`src/rtl/awr_pkg.sv`:
```
package awr_pkg;
  localparam int BYTE_W  = 8;
  localparam int FRAME_W = BYTE_W + 2;

  typedef enum logic [2:0] {
    ST_IDLE,
    ST_WAIT,
    ST_TURN,
    ST_TX_HI,
    ST_GAP,
    ST_TX_LO
  } seq_state_t;
endpackage

```
`src/rtl/awr_pulse_meter.sv`:
```
module awr_pulse_meter #(
  parameter int CW    = 12,
  parameter int MIN_W = 4,
  parameter int MAX_W = 2000,
  parameter int SYNC  = 2
) (
  input  logic          clk,
  input  logic          rst,
  input  logic          en_i,
  input  logic          line_i,
  output logic          line_s_o,
  output logic          accept_o,
  output logic [CW-1:0] width_o
);
  localparam logic [CW-1:0] CNT_TOP = '1;
  localparam logic [CW-1:0] LO_LIM  = CW'(MIN_W);
  localparam logic [CW-1:0] HI_LIM  = CW'(MAX_W);

  logic [SYNC-1:0] sync_q;
  logic            meas_q;
  logic [CW-1:0]   cnt_q;

  // Synchroniser: the wire idles high, so the chain resets to all ones.
  always_ff @(posedge clk) begin
    if (rst) sync_q <= '1;
    else     sync_q <= {sync_q[SYNC-2:0], line_i};
  end
  assign line_s_o = sync_q[SYNC-1];

  // Low-time counter; it stops at its top value rather than wrapping.
  always_ff @(posedge clk) begin
    if (rst || !en_i) begin
      meas_q <= 1'b0;
      cnt_q  <= '0;
    end else if (!meas_q) begin
      if (!line_s_o) begin
        meas_q <= 1'b1;
        cnt_q  <= CW'(1);
      end
    end else if (line_s_o) begin
      meas_q <= 1'b0;
    end else if (cnt_q != CNT_TOP) begin
      cnt_q <= cnt_q + CW'(1);
    end
  end

  assign accept_o = en_i && meas_q && line_s_o && (cnt_q >= LO_LIM) && (cnt_q <= HI_LIM);
  assign width_o  = cnt_q;
endmodule

```
`src/rtl/awr_uart_tx.sv`:
```
module awr_uart_tx
  import awr_pkg::*;
#(
  parameter int CW = 12
) (
  input  logic              clk,
  input  logic              rst,
  input  logic              start_i,
  input  logic [BYTE_W-1:0] data_i,
  input  logic [CW-1:0]     bit_per_i,
  output logic              drive_low_o,
  output logic              busy_o,
  output logic              done_o
);
  logic [FRAME_W-1:0] frame_q;
  logic [3:0]         idx_q;
  logic [CW-1:0]      tick_q;
  logic               busy_q;
  logic               drive_q;
  logic               bit_end;

  assign bit_end = (tick_q == bit_per_i - CW'(1));

  always_ff @(posedge clk) begin
    if (rst) begin
      frame_q <= '1;
      idx_q   <= '0;
      tick_q  <= '0;
      busy_q  <= 1'b0;
      drive_q <= 1'b0;
    end else if (start_i) begin
      frame_q <= {1'b1, data_i, 1'b0};
      idx_q   <= '0;
      tick_q  <= '0;
      busy_q  <= 1'b1;
      drive_q <= 1'b1;
    end else if (busy_q) begin
      if (bit_end) begin
        tick_q <= '0;
        if (idx_q == 4'(FRAME_W - 1)) begin
          busy_q  <= 1'b0;
          drive_q <= 1'b0;
        end else begin
          idx_q   <= idx_q + 4'd1;
          frame_q <= {1'b1, frame_q[FRAME_W-1:1]};
          drive_q <= ~frame_q[1];
        end
      end else begin
        tick_q <= tick_q + CW'(1);
      end
    end
  end

  assign drive_low_o = drive_q;
  assign busy_o      = busy_q;
  assign done_o      = busy_q && bit_end && (idx_q == 4'(FRAME_W - 1));
endmodule

```
`src/rtl/autobaud_wire_resp.sv`:
```
module autobaud_wire_resp
  import awr_pkg::*;
#(
  parameter int CW       = 12,
  parameter int MIN_W    = 4,
  parameter int MAX_W    = 2000,
  parameter int GAP_UNIT = 8,
  parameter int SYNC     = 2
) (
  input  logic        clk,
  input  logic        rst,
  input  logic        line_i,
  output logic        line_oe_o,
  input  logic [7:0]  gap_code_i,
  output logic        acq_req_o,
  input  logic        acq_done_i,
  input  logic [15:0] acq_data_i,
  output logic        collision_o
);
  localparam int GAP_MAX = (10 + 4 * 255) * GAP_UNIT;
  localparam int GW      = $clog2(GAP_MAX + 1);
  localparam int TW      = (GW > CW) ? GW : CW;

  seq_state_t        state_q;
  logic [CW-1:0]     bit_per_q;
  logic [TW-1:0]     gap_q;
  logic [TW-1:0]     timer_q;
  logic [15:0]       data_q;
  logic              req_q;
  logic              err_q;
  logic [SYNC:0]     oe_hist_q;

  logic              line_s;
  logic              accept;
  logic [CW-1:0]     width;
  logic              tx_start;
  logic [BYTE_W-1:0] tx_byte;
  logic              tx_drive;
  logic              tx_busy;
  logic              tx_done;
  logic [TW-1:0]     gap_len_c;
  logic              released;
  logic              in_reply;

  awr_pulse_meter #(
    .CW(CW), .MIN_W(MIN_W), .MAX_W(MAX_W), .SYNC(SYNC)
  ) u_meter (
    .clk      (clk),
    .rst      (rst),
    .en_i     (state_q == ST_IDLE),
    .line_i   (line_i),
    .line_s_o (line_s),
    .accept_o (accept),
    .width_o  (width)
  );

  assign tx_start = ((state_q == ST_TURN) || (state_q == ST_GAP)) && (timer_q == '0);
  assign tx_byte  = (state_q == ST_TURN) ? data_q[15:8] : data_q[7:0];

  awr_uart_tx #(.CW(CW)) u_tx (
    .clk         (clk),
    .rst         (rst),
    .start_i     (tx_start),
    .data_i      (tx_byte),
    .bit_per_i   (bit_per_q),
    .drive_low_o (tx_drive),
    .busy_o      (tx_busy),
    .done_o      (tx_done)
  );

  assign gap_len_c = TW'((32'd10 + 32'd4 * {24'd0, gap_code_i}) * GAP_UNIT);

  // A level seen through the synchroniser belongs to our own pull-down for
  // SYNC+1 cycles after release, so the history masks that window.
  assign released = !tx_drive && !(|oe_hist_q);
  assign in_reply = (state_q == ST_TX_HI) || (state_q == ST_GAP) || (state_q == ST_TX_LO);

  always_ff @(posedge clk) begin
    if (rst) oe_hist_q <= '0;
    else     oe_hist_q <= {oe_hist_q[SYNC-1:0], tx_drive};
  end

  always_ff @(posedge clk) begin
    if (rst) begin
      state_q   <= ST_IDLE;
      bit_per_q <= CW'(MIN_W);
      gap_q     <= '0;
      timer_q   <= '0;
      data_q    <= '0;
      req_q     <= 1'b0;
      err_q     <= 1'b0;
    end else begin
      req_q <= 1'b0;
      if (in_reply && released && !line_s) err_q <= 1'b1;
      unique case (state_q)
        ST_IDLE: if (accept) begin
          bit_per_q <= width;
          gap_q     <= gap_len_c;
          req_q     <= 1'b1;
          err_q     <= 1'b0;
          state_q   <= ST_WAIT;
        end
        ST_WAIT: if (acq_done_i) begin
          data_q  <= acq_data_i;
          timer_q <= TW'(bit_per_q) - TW'(1);
          state_q <= ST_TURN;
        end
        ST_TURN: begin
          if (timer_q == '0) state_q <= ST_TX_HI;
          else               timer_q <= timer_q - TW'(1);
        end
        ST_TX_HI: if (tx_done) begin
          timer_q <= gap_q - TW'(1);
          state_q <= ST_GAP;
        end
        ST_GAP: begin
          if (timer_q == '0) state_q <= ST_TX_LO;
          else               timer_q <= timer_q - TW'(1);
        end
        ST_TX_LO: if (tx_done) state_q <= ST_IDLE;
        default: state_q <= ST_IDLE;
      endcase
    end
  end

  assign line_oe_o   = tx_drive;
  assign acq_req_o   = req_q;
  assign collision_o = err_q;
endmodule

```
`config.mk`:
```
export PLATFORM = sky130hd
export DESIGN_NAME = autobaud_wire_resp
export DESIGN_NICKNAME = d
export VERILOG_FILES = /design/src/rtl/awr_pkg.sv /design/src/rtl/awr_pulse_meter.sv /design/src/rtl/awr_uart_tx.sv /design/src/rtl/autobaud_wire_resp.sv
export SDC_FILE = /design/constraint.sdc
export NUM_CORES = 1
export LEC_CHECK = 0
export CAP_MARGIN = 20
export CORE_UTILIZATION = 40
export DETAILED_ROUTE_END_ITERATION = 10
export GPL_ROUTABILITY_DRIVEN = 0
export SYNTH_ARGS = -nofsm -noshare
export SYNTH_HDL_FRONTEND = slang
export SYNTH_SLANG_ARGS = --single-unit
```
`constraint.sdc`:
```
create_clock -name clk -period 8.6 [get_ports clk]
set_clock_uncertainty 0.2 [all_clocks]
set_input_delay 0.86 -clock clk [delete_from_list [all_inputs] [get_ports clk]]
set_output_delay 0.86 -clock clk [all_outputs]
set_load 0.02 [all_outputs]
```
==> metrics.md <==
| Metric | Value |
|---|---|
| Worst hold path type | `flop to flop` |
| Critical path endpoint category | `flop` |
| Slowest cell on the critical path | `nand4_1` |
| Max-cap viol count | `0` |
| FILL cells | `1,284` |
| Sequential Area | `0.002022 mm^2` |
| CTS buffer count | `9` |
| Synth top area cells | `dfxtp_1, xor2_1, nor2_1` |
| Minimum hold slack | `0.2095 ns` |
| Clock Latency Late Sink | `0.36 ns` |
| Sink Count | `101` |
| Final setup viols | `0` |
| Most numerous cell in the Yosys netlist | `dfxtp_1` |
| First-pass GRT wire length | `22,250 um` |
| Synthesis-to-layout area growth | `12.78%` |
| VDD IR max | `0.1156 mV` |
| Max stage delay on crit path | `0.54 ns` |
| Via density | `5.627` |
| Syn Area/Cell | `8.171 um^2` |
| Fin. max-slew vios | `0` |
| Post-synth EDFFs | `0` |
| Final nets | `699` |
| Initial DRT Pass Iterations | `5` |
| Pwr per Cell Area | `151.0 mW/mm^2` |
| Synthesized flop and latch total | `101` |
| Post-CTS Setup Repair Bufs | `0` |
| Setup WS pre-CTS | `5.015 ns` |
| Multi-input gate area in the final layout | `0.003073 mm^2` |
| Final worst slack | `4.995 ns` |
| CP Cell Sequence | `inv_1, ha_1, or4b_4, or4_4, o22ai_1, o32a_2, nand4_1, a211o_1, a32o_1` |
| Rows | `41` |
| # H-tree levels | `3` |
| Final Hold Viols | `0` |
| Lkg Pwr | `0.002141 uW` |
| CP startpoint kind | `flop` |
| Seq/Total Area, Yosys | `37.84%` |
| Period utilization | `41.92%` |
| Die height | `117.6 um` |
| Outcome | `finished, final reports clean` |
| Port Buffers | `30` |
| Total gr overflow | `0` |
| Min cycle time layout | `3.605 ns` |
| I/O Pins | `31` |
| DR WL/cell | `15.83 um` |
| Placed Area | `0.005710 mm^2` |
| Worst slew margin | `36.20%` |
| Initial Utilization | `41.67%` |
| Die Wd | `117.6 um` |
| Top cell type's share of synthesized area | `37.84%` |
| Wirelength, routed | `13,280 um` |
| Synth unique cells | `63` |
| DRC viols | `0` |
| Post-DRT Antenna Nets | `0` |
| Design Area, Final | `0.006027 mm^2` |
| Post-CTS sizing | `0` |
| Number of global-route vias before repair | `4,513` |
| Slew at the pin closest to its max-slew limit | `0.9535 ns` |
| Vias | `4,721` |
| Share of cells above drive strength 1 | `6.897%` |
| Synth area leader | `dfxtp_1` |
| Antenna diodes | `0` |
| Die ar. | `0.01383 mm^2` |
| Most common flop cell mapped by yosys | `dfxtp_1` |
| CTS tree | `yes` |
| Peak Freq | `0.2774 GHz` |
| Arr. time, crit path | `3.66 ns` |
| Clock transition at path regs | `0.08 ns` |
| Largest net degree at the start of global routing | `70` |
| Critical Path RT | `8.66 ns` |
| Setup TNS | `0 ns` |
| 1st-iter DRT viols | `417` |
| Gr usage total | `19.93%` |
| DP HPWL | `9513 um` |
| Syn Nets | `691` |
| Ys async rst share | `0%` |
| CTS Buffer Depth | `2` |
| CP max FO | `13` |
| CTS root buffer | `clkbuf_16` |
| Top cells by count, synth | `dfxtp_1, nor2_1, nand2_1` |
| # hold bufs at CTS | `0` |
| Synthesized cell area | `0.005344 mm^2` |
| Mapped Cells | `654` |
| RSZ-0062 raised after global routing | `no` |
| Initial antenna violation count | `0` |
| WS Path Type | `flop to flop` |
| Core ar. | `0.01282 mm^2` |
| Ys Warns | `0` |
[final timing paths]
kind / startpoint / endpoint / slack, ns / cells after the start
max: bit_per_q[0] / timer_q[12] / 4.99 / 9
min: u_meter.sync_q[0] / u_meter.sync_q[1] / 0.21 / 1
max reg2reg: bit_per_q[0] / timer_q[12] / 4.99 / 9
min reg2reg: u_meter.sync_q[0] / u_meter.sync_q[1] / 0.21 / 1
[final cells by class]
type / instances / area share [%]
Clock buffer: 10 / 3.965
Clock inverter: 6 / 1.038
Inverter: 20 / 1.246
Multi-Input combinational cell: 494 / 50.99
Sequential cell: 101 / 33.55
Tap cell: 172 / 3.571
Timing Repair Buffer: 36 / 5.647
[logic make-up after synthesis]
| kind of cell | synth area share (%) |
|---|---|
| DFF | 37.84 |
| adders and majority gates | 2.107 |
| AOI/OAI and AO/OA | 16.27 |
| muxes | 4.659 |
| buffers and inverters | 4.659 |
| xor gates and xnor gates | 9.506 |
| and+or+nand+nor | 24.96 |
[through the flow]
step	power (uW)	utilization [%]	std cells
after CTS	919.9	46.88	837
after floorplan	492.0	-	654
after global placement	509.0	44.53	821
final	910.1	47.00	839
after detailed placement	509.5	44.53	821
after global routing	944.7	47.00	839
[layer usage]
metal  GRT usage [%]  vias to the layer above  share of wire [%]
li1                -                     2339                  -
met5               0                        -                  0
met3           4.748                       24                4.6
met1           25.99                     2241                 47
met4           6.490                        0                2.2
met2           32.25                      117                 46
[flip-flops by register name (all words and copies together) (netlist names)]
name,count
acq_req_o,1
bit_per_q,12
state_q,3
u_tx.frame_q,8
u_meter.sync_q,2
collision_o,1
u_tx.drive_low_o,1
data_q,16
u_tx.busy_o,1
u_meter.meas_q,1
u_tx.idx_q,4
u_tx.tick_q,12
timer_q,14
oe_hist_q,3
u_meter.width_o,12
gap_q,10
[cell usage in the layout, fill, tap and decap left out, drive strengths merged, types with 5 or more instances in the layout]
cell / instances
or3: 8
nor2: 80
or4: 10
xnor2: 23
mux2i: 17
o21ai: 21
a221oi: 6
nor4: 11
and3: 7
clkbuf: 10
ha: 9
nor3: 15
nor2b: 6
nand2: 78
dfxtp: 101
nand3: 19
xor2: 35
clkdlybuf4s50: 29
mux2: 7
and2: 5
a211oi: 13
a31oi: 9
o32ai: 10
inv: 24
nand4: 10
a21oi: 50
buf: 7
[power by group]
part           switching, uW  leakage (uW)  internal (uW)
logic                   14.7       0.00118           14.4
registers               1.21      0.000814            468
clock network            199      0.000149            213
total                    215       0.00214            695
[critical path, delay by kind of cell (launching register included)]
| kind | cells | cell delay, ns |
|---|---|---|
| AOI/OAI and AO/OA | 4 | 1.06 |
| adders and majority gates | 1 | 0.28 |
| buffers and inverters | 1 | 0.10 |
| DFF | 1 | 0.34 |
| and+or+nand+nor | 3 | 1.50 |
(Power assumes the default switching activity.)
